### config.mk
export PLATFORM = sky130hd
export DESIGN_NAME = mem_stack_unit
export DESIGN_NICKNAME = d
export VERILOG_FILES = /design/src/rtl/msu_pkg.sv /design/src/rtl/msu_decode.sv /design/src/rtl/msu_addr_gen.sv /design/src/rtl/msu_sp_reg.sv /design/src/rtl/msu_wb_stage.sv /design/src/rtl/mem_stack_unit.sv
export SDC_FILE = /design/constraint.sdc
export NUM_CORES = 1
export LEC_CHECK = 0
export BUFFER_PORTS_ARGS = -buffer_cell sky130_fd_sc_hd__buf_2
export CORE_MARGIN = 2
export CORE_UTILIZATION = 55
export DETAILED_ROUTE_END_ITERATION = 6
export PLACE_DENSITY = 0.95
export SLEW_MARGIN = 30
export SYNTH_ARGS = -nofsm -noshare
export SYNTH_HDL_FRONTEND = slang
export SYNTH_HIERARCHICAL = 1
export SYNTH_SLANG_ARGS = --single-unit
### constraint.sdc
create_clock -name clk -period 6.89 [get_ports clk]
set_input_delay 1.0335 -clock clk [delete_from_list [all_inputs] [get_ports clk]]
set_output_delay 1.0335 -clock clk [all_outputs]
set_load 0.005 [all_outputs]
### src/rtl/msu_pkg.sv
package msu_pkg;
  typedef enum logic [2:0] {
    MOP_IDLE  = 3'd0,
    MOP_LOAD  = 3'd1,
    MOP_STORE = 3'd2,
    MOP_PUSH  = 3'd3,
    MOP_POP   = 3'd4
  } mop_e;
endpackage

### src/rtl/msu_decode.sv
module msu_decode
  import msu_pkg::*;
(
  input  logic       valid,
  input  logic       ready,
  input  logic [2:0] op,
  output logic       fire,
  output logic       is_load,
  output logic       is_store,
  output logic       is_push,
  output logic       is_pop,
  output logic       rd_req,
  output logic       wr_req
);
  always_comb begin
    fire     = valid && ready;
    is_load  = (op == MOP_LOAD);
    is_store = (op == MOP_STORE);
    is_push  = (op == MOP_PUSH);
    is_pop   = (op == MOP_POP);
    rd_req   = fire && (is_load || is_pop);
    wr_req   = fire && (is_store || is_push);
  end
endmodule

### src/rtl/msu_addr_gen.sv
module msu_addr_gen #(
  parameter int DATA_W  = 32,
  parameter int OFF_W   = 16,
  parameter int SP_STEP = 2
) (
  input  logic [DATA_W-1:0] base,
  input  logic [OFF_W-1:0]  offset,
  input  logic [DATA_W-1:0] sp,
  input  logic              use_push,
  input  logic              use_pop,
  output logic [DATA_W-1:0] addr,
  output logic [DATA_W-1:0] sp_up,
  output logic [DATA_W-1:0] sp_down
);
  localparam logic [DATA_W-1:0] STEP = DATA_W'(SP_STEP);
  logic [DATA_W-1:0] off_ext;

  generate
    if (OFF_W >= DATA_W) begin : g_trunc
      assign off_ext = offset[DATA_W-1:0];
    end else begin : g_sext
      assign off_ext = {{(DATA_W-OFF_W){offset[OFF_W-1]}}, offset};
    end
  endgenerate

  always_comb begin
    sp_up   = sp + STEP;
    sp_down = sp - STEP;
    if (use_push)     addr = sp;
    else if (use_pop) addr = sp_up;
    else              addr = base + off_ext;
  end
endmodule

### src/rtl/msu_sp_reg.sv
module msu_sp_reg #(
  parameter int              DATA_W = 32,
  parameter logic [DATA_W-1:0] SP_TOP = '0
) (
  input  logic              clk,
  input  logic              rst_n,
  input  logic              push_go,
  input  logic              pop_go,
  input  logic [DATA_W-1:0] sp_up,
  input  logic [DATA_W-1:0] sp_down,
  output logic [DATA_W-1:0] sp
);
  always_ff @(posedge clk or negedge rst_n) begin
    if (!rst_n)       sp <= SP_TOP;
    else if (push_go) sp <= sp_down;
    else if (pop_go)  sp <= sp_up;
  end
endmodule

### src/rtl/msu_wb_stage.sv
module msu_wb_stage #(
  parameter int DATA_W = 32,
  parameter int IDX_W  = 3
) (
  input  logic              clk,
  input  logic              rst_n,
  input  logic              load_en,
  input  logic              wen_in,
  input  logic [IDX_W-1:0]  dst_in,
  input  logic [DATA_W-1:0] data_in,
  input  logic              out_ready,
  output logic              out_valid,
  output logic              out_wen,
  output logic [IDX_W-1:0]  out_dst,
  output logic [DATA_W-1:0] out_data
);
  always_ff @(posedge clk or negedge rst_n) begin
    if (!rst_n) begin
      out_valid <= 1'b0;
      out_wen   <= 1'b0;
      out_dst   <= '0;
      out_data  <= '0;
    end else if (load_en) begin
      out_valid <= 1'b1;
      out_wen   <= wen_in;
      out_dst   <= dst_in;
      out_data  <= wen_in ? data_in : '0;
    end else if (out_ready) begin
      out_valid <= 1'b0;
    end
  end
endmodule

### src/rtl/mem_stack_unit.sv
module mem_stack_unit
  import msu_pkg::*;
#(
  parameter int                DATA_W  = 32,
  parameter int                OFF_W   = 16,
  parameter int                IDX_W   = 3,
  parameter int                SP_STEP = 2,
  parameter logic [DATA_W-1:0] SP_TOP  = 32'h0000_0FFE
) (
  input  logic              clk,
  input  logic              rst_n,
  input  logic              in_valid,
  output logic              in_ready,
  input  logic [2:0]        in_op,
  input  logic [DATA_W-1:0] in_base,
  input  logic [OFF_W-1:0]  in_offset,
  input  logic [DATA_W-1:0] in_store_data,
  input  logic [IDX_W-1:0]  in_dst,
  output logic [DATA_W-1:0] mem_addr,
  output logic [DATA_W-1:0] mem_wdata,
  output logic              mem_rd,
  output logic              mem_wr,
  input  logic [DATA_W-1:0] mem_rdata,
  output logic              out_valid,
  input  logic              out_ready,
  output logic              out_wen,
  output logic [IDX_W-1:0]  out_dst,
  output logic [DATA_W-1:0] out_data,
  output logic [DATA_W-1:0] sp_value
);
  logic fire, is_load, is_store, is_push, is_pop;
  logic [DATA_W-1:0] sp_up, sp_down;

  // Entry register frees up when empty or when writeback takes it this cycle.
  assign in_ready  = !out_valid || out_ready;
  assign mem_wdata = in_store_data;

  msu_decode u_dec (
    .valid(in_valid), .ready(in_ready), .op(in_op),
    .fire(fire), .is_load(is_load), .is_store(is_store),
    .is_push(is_push), .is_pop(is_pop),
    .rd_req(mem_rd), .wr_req(mem_wr)
  );

  msu_addr_gen #(.DATA_W(DATA_W), .OFF_W(OFF_W), .SP_STEP(SP_STEP)) u_agen (
    .base(in_base), .offset(in_offset), .sp(sp_value),
    .use_push(is_push), .use_pop(is_pop),
    .addr(mem_addr), .sp_up(sp_up), .sp_down(sp_down)
  );

  msu_sp_reg #(.DATA_W(DATA_W), .SP_TOP(SP_TOP)) u_sp (
    .clk(clk), .rst_n(rst_n),
    .push_go(fire && is_push), .pop_go(fire && is_pop),
    .sp_up(sp_up), .sp_down(sp_down), .sp(sp_value)
  );

  msu_wb_stage #(.DATA_W(DATA_W), .IDX_W(IDX_W)) u_wb (
    .clk(clk), .rst_n(rst_n), .load_en(fire),
    .wen_in(is_load || is_pop), .dst_in(in_dst), .data_in(mem_rdata),
    .out_ready(out_ready), .out_valid(out_valid), .out_wen(out_wen),
    .out_dst(out_dst), .out_data(out_data)
  );

  logic unused_store;
  assign unused_store = is_store;
endmodule

# ---- Word-level counts from Yosys, hierarchy flattened
# Cells that the tools add are included.
# W data, S select, Z words.
dict set report totals {
  register_bits 69
  out_inout_bits 136
}
dict set report op_classes {
  add_sub_neg 3
  n_eq_ne 4
  muxes 7
  n_reduce_logical 11
}
# operator count
set ops {}
lappend ops {{$mux W32} 5}
lappend ops {{$add A32 B2 Y32 const B} 1}
lappend ops {{$add A32 B32 Y32} 1}
lappend ops {{$sub A32 B2 Y32 const B} 1}
lappend ops {{$eq A3 B2 Y1 const B} 2}
lappend ops {{$logic_and A1 B1 Y1} 5}
lappend ops {{$reduce_bool A2 Y1} 2}
lappend ops {{$eq A3 B1 Y1 const B} 1}
lappend ops {{$eq A3 B3 Y1 const B} 1}
lappend ops {{$logic_or A1 B1 Y1} 3}
lappend ops {{$mux W1} 2}
lappend ops {{$logic_not A1 Y1} 1}

# ---- Longest topological paths before layout
dict set report logic_depth {
  depth_word 6
  ltp_mapped 11
}

# ---- Cells and area by module
# Netlist, hierarchy kept.
# module n_inst cells_each area_each_um2
set modules_own_cells {}
lappend modules_own_cells {msu_addr_gen 1 577 3631.0}
lappend modules_own_cells {msu_sp_reg 1 139 1529.0}
lappend modules_own_cells {msu_wb_stage 1 151 1522.7}
lappend modules_own_cells {mem_stack_unit 1 36 266.5}
lappend modules_own_cells {msu_decode 1 11 60.1}

# ---- Worst setup path before layout
# No wires, ideal clock.
dict set report synth_timing {
  path_type {input port to output port}
  startpoint {input in_offset[0]}
  endpoint {output mem_addr[16]}
  arrival_ps 3354
  required_ps 5856
  setup_slack_ps 2502
  cell_stages 10
  path_buffers 0
  path_cell_list {ha_1 -> fa_1 -> a211oi_1 -> o21ai_0 -> a21oi_1 -> o21ai_0 -> nor2b_1 -> a31oi_1 -> a211oi_1 -> or3b_2}
}
dict set report synth_via {
  elab_chain_len 3
}
# element line
set synth_lines {}
lappend synth_lines {{start: declaration} mem_stack_unit.sv:16} ;# input logic [OFF_W-1:0] in_offset,
lappend synth_lines {{$add A32 B32 Y32} msu_addr_gen.sv:31} ;# else addr = base + off_ext;
lappend synth_lines {{$mux W32} msu_addr_gen.sv:30} ;# else if (use_pop) addr = sp_up;
lappend synth_lines {{$mux W32} msu_addr_gen.sv:29} ;# if (use_push) addr = sp;
lappend synth_lines {{end: declaration} mem_stack_unit.sv:19} ;# output logic [DATA_W-1:0] mem_addr,
# Every way passes these cells.

# ---- Worst setup path in the final report
# Ends and elaborated chain as after synthesis.

==> impl_metrics.ini <==
[critical_path]
cp_data_required_time_ps = 5860
critPathMaxStageDelay_ps = 450
r2r.worst_path.cells = 9
critPathCaptureType = output port
crit_cells = 12
critPathBufInv = 2
crit_family = compound AO/OA/AOI/OAI gates
arrival_ps = 3950
cp_slowest_cell = or3b_2
crit_type = input port to output port
timing.critical_path.cells = buf_2 > ha_1 > fa_1 > a211oi_1 > o21ai_0 > a21oi_1 > o21ai_0 > nor2b_1 > a31oi_1 > a211oi_1 > or3b_2 > buf_2
crit_path_max_fanout = 3
startpoint_type = input port

[global_route]
grtUsageTotal_pct = 27.49
grt-ovfl-total = 0
grt_pass1_wl_mm = 30.26
grt_pass1_vias = 6360
grt_antenna_before_repair = 0
grt_max_degree = 72

[worst_hold_path]
holdPathStages = 1
hp-class = flop to flop

[timing]
min_period_over_period_pct = 72.36
fmax_mhz = 200.6
relSlewSlack_pct = 44.58
worst_pin_slew_ps = 830.3
slew_viol_final = 0
setup-violations-final = 0
final.min_clock_period_ps = 4986
rsz0062_at_grt = false
tns_ps = 0
skew_ps = 5.766
finalHoldViolations = 0

[die]
ioPinCount = 258
start_util_pct = 55.97
core_sq_um = 12520
die_w_um = 116.9
dieArea_sq_um = 13660
rows = 41
dieHeight_um = 116.9

[placed_design]
port_buffers = 193
gp_congestion = 0.9246
place_hpwl_mm = 14.24
place_inst = 1184

[drt]
via_count = 7042
wirelength_mm = 19.09
drt_pre_antenna_iters = 7
via_per_inst = 5.873
drc_errors = 3
drt_iter0_drc = 622
avgRoutedWirePerCell_um = 15.92
final_antenna_net_count = 0

[final_layout]
drive_above_1_share_pct = 24.34
final_cell_mix = buf_2, nand2_1, nand3_1
diodes = 0
nFillCells = 1173
seq_area_sq_um = 1740
final_nets = 1179
post-route-util_pct = 63.31
area_growth_pct = 13.13
multiInputGateArea_sq_um = 4437
mostFrequentLayoutCell = buf_2
post_layout_nonfiller_instances = 1199

[cts]
postCtsResizedCells = 0
clk_latency_ps = 320
htree_levels = 3
cts_buffer_depth = 2
post_cts_buffers = 0
cts_tree = built
cts_hold_buf = 0
clk_pin_slew_ps = 50
cts_buffers = 9
clock-root-buffer = clkbuf_16
cts_sinks = 69

[synthesis]
syn-num-nets = 1069
yosysWarningCount = 6
syn_area_per_cell_sq_um = 7.673
synth_area_sq_um = 7005
syn_inst = 913

[power_and_ir_drop]
power_mw = 2.102
p_leak_nw = 3.695
peakVddDrop_mv = 0.2960
cellPowerDensity_nw_per_um2 = 265.2

[outcome]
status = finished with violations
violations = design-rule violations

[run]
drv_cap = 0
-- layer usage --
layer	track usage (%)	share of wire [%]
met1	35.87	41
met2	46.32	49
met3	6.231	7.3
met4	7.137	2.0
met5	0	0
-- final cells by class --
cell class | instances | area share, %
clock buffer | 10 | 3.015
clock inverter | 5 | 0.9473
inverter | 58 | 2.763
multi-input combinational | 688 | 55.98
sequential | 69 | 21.96
tap | 172 | 2.715
timing repair buffer | 197 | 12.61
-- stage by stage --
stage / setup WS [ps] / hold WS, ps / cell area, sq um
after floorplan: 2502 / 499.7 / 7005
after global placement: 2076 / 485.0 / 7604
after detailed placement: 1958 / 486.7 / 7605
after CTS: 1958 / 502.2 / 7919
after global routing: 1659 / 531.4 / 7925
final: 1904 / 497.3 / 7925
-- where the power goes --
part | leakage [nW] | total, mW | internal, mW | switching [mW]
clock network | 0.158 | 0.485 | 0.322 | 0.163
logic | 2.64 | 0.882 | 0.425 | 0.457
registers | 0.892 | 0.735 | 0.517 | 0.218
total | 3.69 | 2.10 | 1.26 | 0.838
-- worst paths after layout --
path	start	endpoint	slack [ps]
max	in_offset[0]	mem_addr[16]	1900
max in group asynchronous	rst_n	u_wb/out_data[16]	5610
min reg2reg	u_wb/out_dst[2]	u_wb/out_dst[2]	500
min in group asynchronous	rst_n	u_sp/sp[12]	790
max reg2reg	u_sp/sp[12]	u_sp/sp[30]	3940
min	u_wb/out_dst[2]	u_wb/out_dst[2]	500
-- sequential cells by signal, summed over array words and instances (netlist names) --
register	count
u_wb/out_dst	3
u_wb/out_valid	1
u_wb/out_data	32
u_sp/sp	32
u_wb/out_wen	1
-- worst register-to-register path: stages (launching register included) --
cell	delay (ps)
dfrtp_1	480
or4_4	570
or4_1	440
nor2_1	230
nand2b_2	160
or3_4	380
nor4b_4	290
xor2_1	170
nand2_1	60
o21ai_1	90
Note: power is estimated with default switching activity, not from simulation.
